### config.mk
export PLATFORM = sky130hd
export DESIGN_NAME = flash_sector_addr_gen
export DESIGN_NICKNAME = d
export VERILOG_FILES = /design/src/rtl/fsag_pkg.sv /design/src/rtl/fsag_sector_calc.sv /design/src/rtl/fsag_regs.sv /design/src/rtl/fsag_boot_seq.sv /design/src/rtl/flash_sector_addr_gen.sv
export SDC_FILE = /design/constraint.sdc
export NUM_CORES = 1
export LEC_CHECK = 0
export ABC_AREA = 0
export BUFFER_PORTS_ARGS = -buffer_cell sky130_fd_sc_hd__buf_2
export CAP_MARGIN = 20
export CORE_MARGIN = 4
export CORE_UTILIZATION = 45
export DETAILED_ROUTE_END_ITERATION = 10
export MAX_ROUTING_LAYER = met4
export PLACE_DENSITY = 0.72
export SETUP_SLACK_MARGIN = 0.05
export SYNTH_ARGS = -nofsm -noshare
export SYNTH_HDL_FRONTEND = slang
export SYNTH_SLANG_ARGS = --single-unit
### constraint.sdc
create_clock -name clk -period 2.6 [get_ports clk]
set_clock_uncertainty 0.05 [all_clocks]
set_input_delay 0.13 -clock clk [delete_from_list [all_inputs] [get_ports clk]]
set_output_delay 0.13 -clock clk [all_outputs]
set_load 0.01 [all_outputs]
### src/rtl/fsag_pkg.sv
// Package: shared geometry constants and the operation code for the
// flash sector address generator. Assumes 512-byte sectors.
package fsag_pkg;
    localparam int AREG_W     = 16;                      // address register width
    localparam int BLK_FIELD  = 12;                      // plain block field width
    localparam int PG_W       = 6;                       // log2 pages per block
    localparam int SIP_W      = 2;                       // log2 sectors per page
    localparam int DENS_BASE  = 6;                       // base shift of the density bit
    localparam int DENS_SEL_W = 3;                       // width of density code in dev id
    localparam int BLKN_W     = DENS_BASE + (1 << DENS_SEL_W);
    localparam int SECT_W     = BLKN_W + PG_W + SIP_W;
    localparam int CNT_W      = PG_W + SIP_W + 1;
    localparam int SEL_W      = 4;
    localparam int BUF_W      = 4;

    typedef enum logic [1:0] {
        OP_LOAD  = 2'd0,
        OP_PROG  = 2'd1,
        OP_COPY  = 2'd2,
        OP_ERASE = 2'd3
    } fsag_op_e;
endpackage

### src/rtl/fsag_sector_calc.sv
// Module: fsag_sector_calc
// Combinational translation of a block register and a page register into
// an absolute sector index and the first sector of the block.
// Assumes the page register's low SIP_W bits select the sector within a
// page and the next PG_W bits select the page in the block.
module fsag_sector_calc
    import fsag_pkg::*;
#(
    parameter int P_AREG_W     = AREG_W,
    parameter int P_BLK_FIELD  = BLK_FIELD,
    parameter int P_PG_W       = PG_W,
    parameter int P_SIP_W      = SIP_W,
    parameter int P_DENS_BASE  = DENS_BASE,
    parameter int P_DENS_SEL_W = DENS_SEL_W,
    parameter int P_DENS_EN    = 3,
    parameter int P_DENS_LO    = 4
) (
    input  logic [P_AREG_W-1:0] blk_reg,
    input  logic [P_AREG_W-1:0] pg_reg,
    input  logic [P_AREG_W-1:0] dev_id,
    output logic [P_DENS_BASE+(1<<P_DENS_SEL_W)+P_PG_W+P_SIP_W-1:0] sector,
    output logic [P_DENS_BASE+(1<<P_DENS_SEL_W)+P_PG_W+P_SIP_W-1:0] blk_start
);
    localparam int LBLK_W = P_DENS_BASE + (1 << P_DENS_SEL_W);
    localparam int INBLK_W = P_PG_W + P_SIP_W;

    logic [LBLK_W-1:0]       dens_mask;
    logic [LBLK_W-1:0]       blk_num;
    logic [P_DENS_SEL_W-1:0] dens_code;

    // Purpose: pick the extra block bit from the device identifier.
    always_comb begin
        dens_code = dev_id[P_DENS_LO +: P_DENS_SEL_W];
        dens_mask = '0;
        if (dev_id[P_DENS_EN])
            dens_mask = LBLK_W'(1) << (P_DENS_BASE + int'(dens_code));
    end

    // Purpose: form the block number and the two sector results.
    always_comb begin
        blk_num = LBLK_W'(blk_reg[P_BLK_FIELD-1:0]);
        if (blk_reg[P_AREG_W-1])
            blk_num = blk_num | dens_mask;
        sector    = {blk_num, pg_reg[INBLK_W-1:0]};
        blk_start = {blk_num, {INBLK_W{1'b0}}};
    end
endmodule

### src/rtl/fsag_regs.sv
// Module: fsag_regs
// Holds the eight address registers and the buffer/count register.
// Supports the boot-sequence page advance and a warm clear.
// Assumes a register write takes precedence over the page advance,
// and a warm clear takes precedence over both.
module fsag_regs
    import fsag_pkg::*;
#(
    parameter int P_AREG_W  = AREG_W,
    parameter int P_NREG    = 8,
    parameter int P_SEL_W   = SEL_W,
    parameter int P_BUF_W   = BUF_W,
    parameter int P_SIP_W   = SIP_W,
    parameter int P_PG_W    = PG_W,
    parameter int P_SRC_BLK = 0,
    parameter int P_SRC_PG  = 7,
    parameter int P_DST_BLK = 2,
    parameter int P_DST_PG  = 3,
    parameter int P_BUF_SEL = 8,
    parameter int P_BUF_LO  = 8
) (
    input  logic                 clk,
    input  logic                 rst_n,
    input  logic                 reg_we,
    input  logic [P_SEL_W-1:0]   reg_sel,
    input  logic [P_AREG_W-1:0]  reg_wdata,
    input  logic                 page_adv,
    input  logic                 warm_clr,
    output logic [P_AREG_W-1:0]  blk_src,
    output logic [P_AREG_W-1:0]  pg_src,
    output logic [P_AREG_W-1:0]  blk_dst,
    output logic [P_AREG_W-1:0]  pg_dst,
    output logic [P_BUF_W-1:0]   buf_sel,
    output logic [P_SIP_W:0]     buf_cnt
);
    localparam int WRAP_W = P_PG_W + P_SIP_W;
    localparam logic [WRAP_W-1:0] PAGE_STEP = WRAP_W'(1 << P_SIP_W);
    localparam logic [P_SIP_W:0]  FULL_CNT  = (P_SIP_W+1)'(1 << P_SIP_W);

    logic [P_NREG*P_AREG_W-1:0] areg_flat;

    for (genvar gi = 0; gi < P_NREG; gi++) begin : g_areg
        logic [P_AREG_W-1:0] q;
        // Purpose: load, clear or (page register only) auto-advance one register.
        always_ff @(posedge clk) begin
            if (!rst_n || warm_clr)
                q <= '0;
            else if (reg_we && reg_sel == P_SEL_W'(gi))
                q <= reg_wdata;
            else if (gi == P_SRC_PG && page_adv)
                q <= P_AREG_W'(q[WRAP_W-1:0] + PAGE_STEP);
        end
        assign areg_flat[gi*P_AREG_W +: P_AREG_W] = q;
    end

    assign blk_src = areg_flat[P_SRC_BLK*P_AREG_W +: P_AREG_W];
    assign pg_src  = areg_flat[P_SRC_PG*P_AREG_W  +: P_AREG_W];
    assign blk_dst = areg_flat[P_DST_BLK*P_AREG_W +: P_AREG_W];
    assign pg_dst  = areg_flat[P_DST_PG*P_AREG_W  +: P_AREG_W];

    // Purpose: hold the buffer selector and the decoded sector count.
    always_ff @(posedge clk) begin
        if (!rst_n || warm_clr) begin
            buf_sel <= '0;
            buf_cnt <= (P_SIP_W+1)'(1);
        end else if (reg_we && reg_sel == P_SEL_W'(P_BUF_SEL)) begin
            buf_sel <= reg_wdata[P_BUF_LO +: P_BUF_W];
            if (reg_wdata[P_SIP_W-1:0] == '0)
                buf_cnt <= FULL_CNT;
            else
                buf_cnt <= {1'b0, reg_wdata[P_SIP_W-1:0]};
        end
    end

    assert_page_wrap_R7: assert property (@(posedge clk) disable iff (!rst_n)
        (page_adv && !warm_clr && !(reg_we && reg_sel == P_SEL_W'(P_SRC_PG)))
        |=> (pg_src == P_AREG_W'($past(pg_src[WRAP_W-1:0]) + PAGE_STEP)));

    assert_warm_clear_R9: assert property (@(posedge clk) disable iff (!rst_n)
        warm_clr |=> (pg_src == '0 && blk_src == '0 && buf_sel == '0
                      && buf_cnt == (P_SIP_W+1)'(1)));

    assert_count_range_R5: assert property (@(posedge clk) disable iff (!rst_n)
        (buf_cnt != '0 && buf_cnt <= FULL_CNT));
endmodule

### src/rtl/fsag_boot_seq.sv
// Module: fsag_boot_seq
// Decodes writes to the boot window. A first write of the arm code
// makes the next write a second cycle, which is consumed whatever its
// value and triggers a page load only for the load code.
// Assumes one boot write per strobe cycle.
module fsag_boot_seq #(
    parameter int              P_W         = 16,
    parameter logic [P_W-1:0]  P_ARM_CODE  = 16'h00E0,
    parameter logic [P_W-1:0]  P_LOAD_CODE = 16'h0000,
    parameter logic [P_W-1:0]  P_WARM_CODE = 16'h00F0,
    parameter logic [P_W-1:0]  P_ID_CODE   = 16'h0090
) (
    input  logic           clk,
    input  logic           rst_n,
    input  logic           boot_we,
    input  logic [P_W-1:0] boot_wdata,
    output logic           load_fire,
    output logic           warm_fire,
    output logic           id_fire
);
    logic armed_q;

    // Purpose: track whether the next boot write is a second cycle.
    always_ff @(posedge clk) begin
        if (!rst_n)
            armed_q <= 1'b0;
        else if (boot_we)
            armed_q <= !armed_q && (boot_wdata == P_ARM_CODE);
    end

    // Purpose: decode the one-shot requests for this cycle.
    always_comb begin
        load_fire = boot_we &&  armed_q && (boot_wdata == P_LOAD_CODE);
        warm_fire = boot_we && !armed_q && (boot_wdata == P_WARM_CODE);
        id_fire   = boot_we && !armed_q && (boot_wdata == P_ID_CODE);
    end

    assert_disarm_R8: assert property (@(posedge clk) disable iff (!rst_n)
        (boot_we && armed_q) |=> !armed_q);

    assert_arm_R7: assert property (@(posedge clk) disable iff (!rst_n)
        (boot_we && !armed_q && boot_wdata == P_ARM_CODE) |=> armed_q);

    assert_quiet_R8: assert property (@(posedge clk) disable iff (!rst_n)
        !boot_we |=> $stable(armed_q));
endmodule

### src/rtl/flash_sector_addr_gen.sv
// Module: flash_sector_addr_gen (top)
// Turns the controller's address and buffer registers into a registered
// sector index, count and buffer selector for the data mover, and
// decodes the boot-window command sequence.
// Assumes cmd_op is sampled only when cmd_valid is high.
module flash_sector_addr_gen
    import fsag_pkg::*;
(
    input  logic              clk,
    input  logic              rst_n,
    input  logic              reg_we,
    input  logic [SEL_W-1:0]  reg_sel,
    input  logic [AREG_W-1:0] reg_wdata,
    input  logic              boot_we,
    input  logic [AREG_W-1:0] boot_wdata,
    input  logic              cmd_valid,
    input  logic [1:0]        cmd_op,
    input  logic [AREG_W-1:0] dev_id,
    input  logic [AREG_W-1:0] mfr_id,
    input  logic [AREG_W-1:0] wp_stat,
    output logic              op_valid,
    output logic [1:0]        op_kind,
    output logic [SECT_W-1:0] op_sector,
    output logic [SECT_W-1:0] op_dst_sector,
    output logic [CNT_W-1:0]  op_count,
    output logic [BUF_W-1:0]  op_buf,
    output logic              warm_rst,
    output logic              id_valid,
    output logic [23:0]       id_bytes
);
    localparam logic [CNT_W-1:0] PAGE_CNT  = CNT_W'(1 << SIP_W);
    localparam logic [CNT_W-1:0] BLOCK_CNT = CNT_W'(1 << (PG_W + SIP_W));
    localparam logic [BUF_W-1:0] BOOT_BUF  = BUF_W'(1 << (BUF_W-1));

    logic              load_fire, warm_fire, id_fire;
    logic [AREG_W-1:0] blk_src, pg_src, blk_dst, pg_dst;
    logic [BUF_W-1:0]  buf_sel;
    logic [SIP_W:0]    buf_cnt;
    logic [SECT_W-1:0] src_sector, src_blk_start, dst_sector, dst_blk_start;
    fsag_op_e          op_code;

    fsag_boot_seq i_boot (
        .clk        (clk),
        .rst_n      (rst_n),
        .boot_we    (boot_we),
        .boot_wdata (boot_wdata),
        .load_fire  (load_fire),
        .warm_fire  (warm_fire),
        .id_fire    (id_fire)
    );

    fsag_regs i_regs (
        .clk       (clk),
        .rst_n     (rst_n),
        .reg_we    (reg_we),
        .reg_sel   (reg_sel),
        .reg_wdata (reg_wdata),
        .page_adv  (load_fire),
        .warm_clr  (warm_fire),
        .blk_src   (blk_src),
        .pg_src    (pg_src),
        .blk_dst   (blk_dst),
        .pg_dst    (pg_dst),
        .buf_sel   (buf_sel),
        .buf_cnt   (buf_cnt)
    );

    fsag_sector_calc i_src_calc (
        .blk_reg   (blk_src),
        .pg_reg    (pg_src),
        .dev_id    (dev_id),
        .sector    (src_sector),
        .blk_start (src_blk_start)
    );

    fsag_sector_calc i_dst_calc (
        .blk_reg   (blk_dst),
        .pg_reg    (pg_dst),
        .dev_id    (dev_id),
        .sector    (dst_sector),
        .blk_start (dst_blk_start)
    );

    assign op_code = fsag_op_e'(cmd_op);

    // Purpose: register the operation descriptor; a boot load wins over a strobe.
    always_ff @(posedge clk) begin
        if (!rst_n) begin
            op_valid      <= 1'b0;
            op_kind       <= 2'd0;
            op_sector     <= '0;
            op_dst_sector <= '0;
            op_count      <= '0;
            op_buf        <= '0;
        end else begin
            op_valid <= load_fire || cmd_valid;
            if (load_fire) begin
                op_kind       <= OP_LOAD;
                op_sector     <= src_sector;
                op_dst_sector <= '0;
                op_count      <= PAGE_CNT;
                op_buf        <= BOOT_BUF;
            end else if (cmd_valid) begin
                op_kind <= cmd_op;
                op_buf  <= buf_sel;
                case (op_code)
                    OP_COPY: begin
                        op_sector     <= src_sector;
                        op_dst_sector <= dst_sector;
                        op_count      <= CNT_W'(buf_cnt);
                    end
                    OP_ERASE: begin
                        op_sector     <= src_blk_start;
                        op_dst_sector <= '0;
                        op_count      <= BLOCK_CNT;
                    end
                    default: begin
                        op_sector     <= src_sector;
                        op_dst_sector <= '0;
                        op_count      <= CNT_W'(buf_cnt);
                    end
                endcase
            end
        end
    end

    // Purpose: register the boot-window request pulses and identity words.
    always_ff @(posedge clk) begin
        if (!rst_n) begin
            warm_rst <= 1'b0;
            id_valid <= 1'b0;
            id_bytes <= '0;
        end else begin
            warm_rst <= warm_fire;
            id_valid <= id_fire;
            if (id_fire)
                id_bytes <= {wp_stat[7:0], dev_id[7:0], mfr_id[7:0]};
        end
    end

    assert_erase_span_R4: assert property (@(posedge clk) disable iff (!rst_n)
        (op_valid && op_kind == OP_ERASE)
        |-> (op_count == BLOCK_CNT && op_sector[PG_W+SIP_W-1:0] == '0));

    assert_single_pulse_R6: assert property (@(posedge clk) disable iff (!rst_n)
        (!cmd_valid && !load_fire) |=> !op_valid);

    assert_dst_idle_R3: assert property (@(posedge clk) disable iff (!rst_n)
        (op_valid && op_kind != OP_COPY) |-> op_dst_sector == '0);

    assert_boot_wins_R11: assert property (@(posedge clk) disable iff (!rst_n)
        (load_fire && cmd_valid) |=> (op_valid && op_count == PAGE_CNT
                                      && op_buf == BOOT_BUF && op_kind == OP_LOAD));

    assert_id_pulse_R10: assert property (@(posedge clk) disable iff (!rst_n)
        id_fire |=> (id_valid && id_bytes[7:0] == $past(mfr_id[7:0])));
endmodule

Word level (Yosys, flattened, before mapping)

Cells that the tools add are included.
Widths: inputs -> output; s select.

RAM bits: 0
Output and inout bits: 86
Register bits after elaboration: 142
ROM bits: 0
Memories: 0
Logic and storage cells: 69
Input bits: 91
Latch bits: 0

Bitwise gates (word level): 3
Shift-type cells: 1
Multipliers: 0
Reductions and logical operators: 21
Eq/ne operators: 9
Order comparisons: 0
Mux-type cells: 15
Add/sub/neg operators: 2
Divide/modulo/power cells: 0

Operators by type and width:

| kind                  | number |
|---|---|
| $mux 22               | 3 |
| $eq 16x8->1 const B   | 3 |
| $mux 14               | 3 |
| $shl 1x32->14 const A | 1 |
| $or 12x14->14         | 2 |
| $mux 8                | 3 |
| $logic_not 16->1      | 1 |
| $logic_and 1x1->1     | 11 |
| $mux 3                | 3 |
| $mux 9                | 1 |
| $add 8x3->8 const B   | 1 |
| $eq 4x2->1 const B    | 2 |
| $mux 4                | 2 |
| $add 3x3->4 const A   | 1 |
| $eq 2x2->1 const B    | 2 |
| $eq 4x3->1 const B    | 1 |
| $eq 4x4->1 const B    | 1 |
| $logic_not 4->1       | 1 |
| $reduce_bool 2->1     | 2 |
| $logic_not 1->1       | 2 |
| $logic_not 2->1       | 1 |
| $logic_or 1x1->1      | 2 |
| $reduce_or 2->1       | 1 |
| $not 1->1             | 1 |

Logic depth before layout (Yosys ltp)

Depth in word-level cells: 7
Gate-level depth with buffers: 7
Mapped depth without buffers: 7

Modules after synthesis

From an unflattened synthesis, not the netlist that was laid out.

Cell total of the unflattened synthesis: 818
Area total of the unflattened synthesis: 7089.3 µm²

Modules (own cells, without submodules):

| module                | sequential area each (µm²) | area an instance (µm²) | instances | cells each |
|---|---|---|---|---|
| flash_sector_addr_gen | 1621.6                     | 3101.7                 | 1         | 326 |
| fsag_regs             | 1421.4                     | 2859.0                 | 1         | 346 |
| fsag_sector_calc      | 0.0                        | 476.7                  | 2         | 64 |
| fsag_boot_seq         | 20.0                       | 175.2                  | 1         | 18 |

Least setup slack after synthesis

OpenSTA, ideal clock, no wires.

Path type: input to register
Start: input port boot_wdata[8]
End: register op_sector[12]
Stages: 7
Setup slack: 1.116 ns
Arrival: 1.348 ns
Required time: 2.464 ns
Cell sequence: nor4_1 > nand4_1 > buf_2 > o21ai_4 > buf_4 > nor2_1 > a211oi_1

Longest elaborated chain between the ends: 3

RTL lines:

| item                                                | RTL line                     | source |
|---|---|---|
| start: declaration                                  | flash_sector_addr_gen.sv:15  | `input logic [AREG_W-1:0] boot_wdata,` |
| $logic_not 16->1 *                                  | fsag_boot_seq.sv:33          | `load_fire = boot_we && armed_q && (boot_wdata == P_LOAD_CODE);` |
| $logic_and 1x1->1 *                                 | fsag_boot_seq.sv:33          |  |
| $mux 22 / $reduce_bool 2->1 (equally long branches) | --                           |  |
| end signal: assignment                              | flash_sector_addr_gen.sv:99  | `op_sector <= src_sector;` |
| end signal: assignment                              | flash_sector_addr_gen.sv:108 | `op_sector <= src_sector;` |
| end signal: assignment                              | flash_sector_addr_gen.sv:113 | `op_sector <= src_blk_start;` |
| end: declaration                                    | flash_sector_addr_gen.sv:23  | `output logic [SECT_W-1:0] op_sector,` |

Mark *: on every way between the ends. The rest lies on a longest branch, timed or not.
A chain may end at the register's enable or synchronous reset.

Worst setup path after layout

Start: input port boot_we
End: register id_bytes[2]

Longest elaborated chain between the ends: 2

RTL lines:

| item                           | RTL line                     | source |
|---|---|---|
| start: declaration             | flash_sector_addr_gen.sv:14  | `input logic boot_we,` |
| $logic_and 1x1->1 (2 in a row) | fsag_boot_seq.sv:35          | `id_fire = boot_we && !armed_q && (boot_wdata == P_ID_CODE);` |
| end signal: assignment         | flash_sector_addr_gen.sv:137 | `id_bytes <= {wp_stat[7:0], dev_id[7:0], mfr_id[7:0]};` |
| end: declaration               | flash_sector_addr_gen.sv:29  | `output logic [23:0] id_bytes` |

Every way passes these cells.

==> results.py <==
metrics = {
    "outcome": {
        "status": "complete, no violations",
    },
    "finish": {
        "seq_area_um2": 2620,
        "fill_cells": 935,
        "drive_above_1_share": 0.261,
        "final_cell_area_um2": 6790,
        "diodes": 0,
        "area_delta_synth_final_pct": 34.4,
        "multi_input_area_um2": 2260,
        "fin_nets": 833,
    },
    "sta": {
        "finalSetupViolations": 0,
        "worst_slew_pin_slew_ns": 0.819,
        "final-hold-violation-count": 0,
        "rsz0062_at_grt": "false",
        "fmax_mhz": 494,
        "fin_crit_sh": 0.779,
        "relSlewSlack": 0.451,
        "period_needed_ns": 2.03,
        "final-max-slew-violation-count": 0,
        "fin_tns_setup_ns": 0,
    },
    "logic_synthesis": {
        "synth_area_um2": 5050,
        "syn_area_per_cell_um2": 8.90,
        "yosysTopAreaCell": "dfxtp_1",
        "syn_inst": 568,
        "yosysMostFrequentCell": "dfxtp_1",
        "synth_top_area_share": 0.519,
        "yosys-top-cells-count": "dfxtp_1, nor2_1, nand2_1",
        "synth_edf_count": 0,
        "synth_top_flop_cell": "dfxtp_1",
        "yosys_warnings": 0,
        "synth.distinct_cells": 45,
        "seq_area_frac_synth": 0.519,
        "synth_area_leaders": "dfxtp_1, mux2i_1, nor2_1",
        "async_reset_ff_frac": 0,
        "synth-seq-cells": 131,
    },
    "grt": {
        "grt_max_degree": 50,
        "grt_pass1_vias": 4505,
        "grt_usage": 0.227,
        "grt.overflow.total": 0,
        "grt_pass1_wl_mm": 22.5,
        "antenna_found_initial": 0,
    },
    "setup_path": {
        "crit_type": "in2reg",
        "crit_arrival_ns": 2.31,
        "path_max_fanout": 25,
        "endpoint_kind": "register",
        "crit_path_max_incr_delay_ns": 0.67,
        "slowest_stage": "or2_1",
        "crit_required_ns": 2.89,
        "start_kind": "input port",
        "crit_chain": "dlygate4sd3_1, buf_2, nor4b_2, nand4_1, buf_4, or2_1, nand2_1, a21oi_1",
    },
    "power": {
        "seqPwrFrac": 0.442,
        "power_frac_comb": 0.066,
        "swShare": 0.221,
        "power_frac_clock": 0.493,
        "internal-power_mw": 3.61,
        "leakage_nw": 2.95,
        "p_total_mw": 4.64,
        "max-vdd-ir-drop_mv": 0.467,
        "p_switching_mw": 1.03,
        "p_per_area_nw_per_um2": 683,
    },
    "route": {
        "wirelength_mm": 14.2,
        "firstDrtPassIters": 5,
        "ant_nets": 0,
        "vias": 4570,
        "wl_per_cell_um": 15.9,
        "vias_per_cell": 5.12,
        "drc_errors": 0,
        "drtIter0Drc": 362,
    },
    "clocking": {
        "path_clk_slew_ns": 0.06,
        "numCtsBuffers": 17,
        "clk_latency_ns": 0.42,
        "h-tree-depth": 4,
        "clk_path_buf_depth": 2,
        "cts_root_buf": "clkbuf_16",
        "cts_tree": "built",
        "post_cts.resized_instances": 0,
        "clock_sinks": 131,
        "cts.hold.buffers_added": 33,
        "post_cts_buffers": 0,
    },
    "place": {
        "place_area_um2": 5890,
        "place_congestion": 0.845,
        "io_buffers": 144,
        "dp_hpwl_mm": 9.73,
    },
    "floorplanning": {
        "die_w_um": 114,
        "std_cell_rows": 38,
        "die_y_um": 114,
        "core_area_um2": 10900,
        "io_pins": 177,
        "initial_core_util": 0.462,
        "dieArea_um2": 13000,
    },
    "run": {
        "maxCapViolations": 0,
    },
    "worst_hold_path": {
        "min_path_type": "in2reg",
    },
}
power by group through the flow:
stage / registers [mW] / logic, mW / clock network, mW
2_1_floorplan: 2.10 / 0.133 / 0
3_3_place_gp: 2.09 / 0.257 / 0
3_5_place_dp: 2.09 / 0.264 / 0
4_1_cts: 2.05 / 0.303 / 2.32
5_1_grt: 2.05 / 0.332 / 2.40
6_report: 2.05 / 0.305 / 2.29
cells by family after synthesis:
kind of cell | Yosys count | share of synthesized area
other | 1 | 0.000742
AO/OA/AOI/OAI | 107 | 0.135
flip-flops | 131 | 0.519
XOR/XNOR | 5 | 0.00867
buffers and inverters | 47 | 0.0418
adder cells (fa/ha/maj) | 3 | 0.00743
multiplexers | 47 | 0.0931
AND/OR/NAND/NOR | 227 | 0.194
registers in the layout, summed over array words and instances, names as in the netlist:
signal / count
op_buf: 4
i_regs.buf_cnt: 3
op_valid: 1
i_regs.pg_src: 8
i_boot.armed_q: 1
op_dst_sector: 22
id_valid: 1
op_count: 4
i_regs.buf_sel: 4
i_regs.blk_src: 13
id_bytes: 24
warm_rst: 1
i_regs.pg_dst: 8
i_regs.blk_dst: 13
op_sector: 22
op_kind: 2
metrics by stage:
| step | std cells | setup slack [ns] | hold slack, ns | utilization |
|---|---|---|---|---|
| after floorplan | 572 | 1.12 | 0.216 | - |
| after global placement | 827 | 0.682 | 0.324 | 0.539 |
| after detailed placement | 827 | 0.642 | 0.329 | 0.539 |
| after CTS | 892 | 0.632 | 0.00136 | 0.621 |
| after global routing | 892 | 0.445 | 0.00935 | 0.621 |
| final | 892 | 0.575 | 0.0165 | 0.621 |
per-layer routing:
metal  GRT usage  up-vias  routed length (µm)
met5           -        -                   0
met4      0.0570        0                  89
met3      0.0610        8                1020
met2       0.357      178                6620
met1       0.291     2111                6490
li1            -     2273                   -
worst max-delay path: cells and delay by family:
kind	cells	cell delay, ns
simple gates	4	1.06
buf+inv	3	0.92
compound gates	1	0.20
final timing paths:
kind | from | end | slack, ns | cells past startpoint
setup / recovery | boot_we | id_bytes[2] | 0.57 | 8
hold / removal | reg_wdata[0] | i_regs.blk_dst[0] | 0.02 | 3
setup reg to reg | i_boot.armed_q | op_sector[6] | 0.71 | 4
hold reg to reg | id_bytes[13] | id_bytes[13] | 0.41 | 2
placed cells by master, fill, tap and decap left out, drive strengths merged, types with 3 or more instances in the layout:
| master | n |
|---|---|
| a222oi | 3 |
| nand2 | 82 |
| nor2 | 107 |
| ha | 3 |
| dlygate4sd3 | 33 |
| o21ai | 6 |
| a211oi | 19 |
| nand4 | 3 |
| nor4 | 5 |
| buf | 155 |
| nand3 | 7 |
| a22oi | 10 |
| a21oi | 51 |
| clkinvlp | 3 |
| and2 | 3 |
| nor3 | 7 |
| mux2i | 47 |
| inv | 6 |
| clkbuf | 22 |
| clkinv | 6 |
| conb | 5 |
| dfxtp | 131 |
| o22ai | 7 |
| a2bb2oi | 5 |
| xnor2 | 5 |
area by class of cell:
| cell class | count | area share |
|---|---|---|
| sequential | 131 | 0.386 |
| multi-input combinational | 394 | 0.333 |
| timing repair buffer | 188 | 0.167 |
| clock buffer | 22 | 0.0683 |
| tap | 140 | 0.0258 |
| clock inverter | 10 | 0.0158 |
| inverter | 7 | 0.00387 |
No activity file was read; power rests on OpenSTA's default activity.
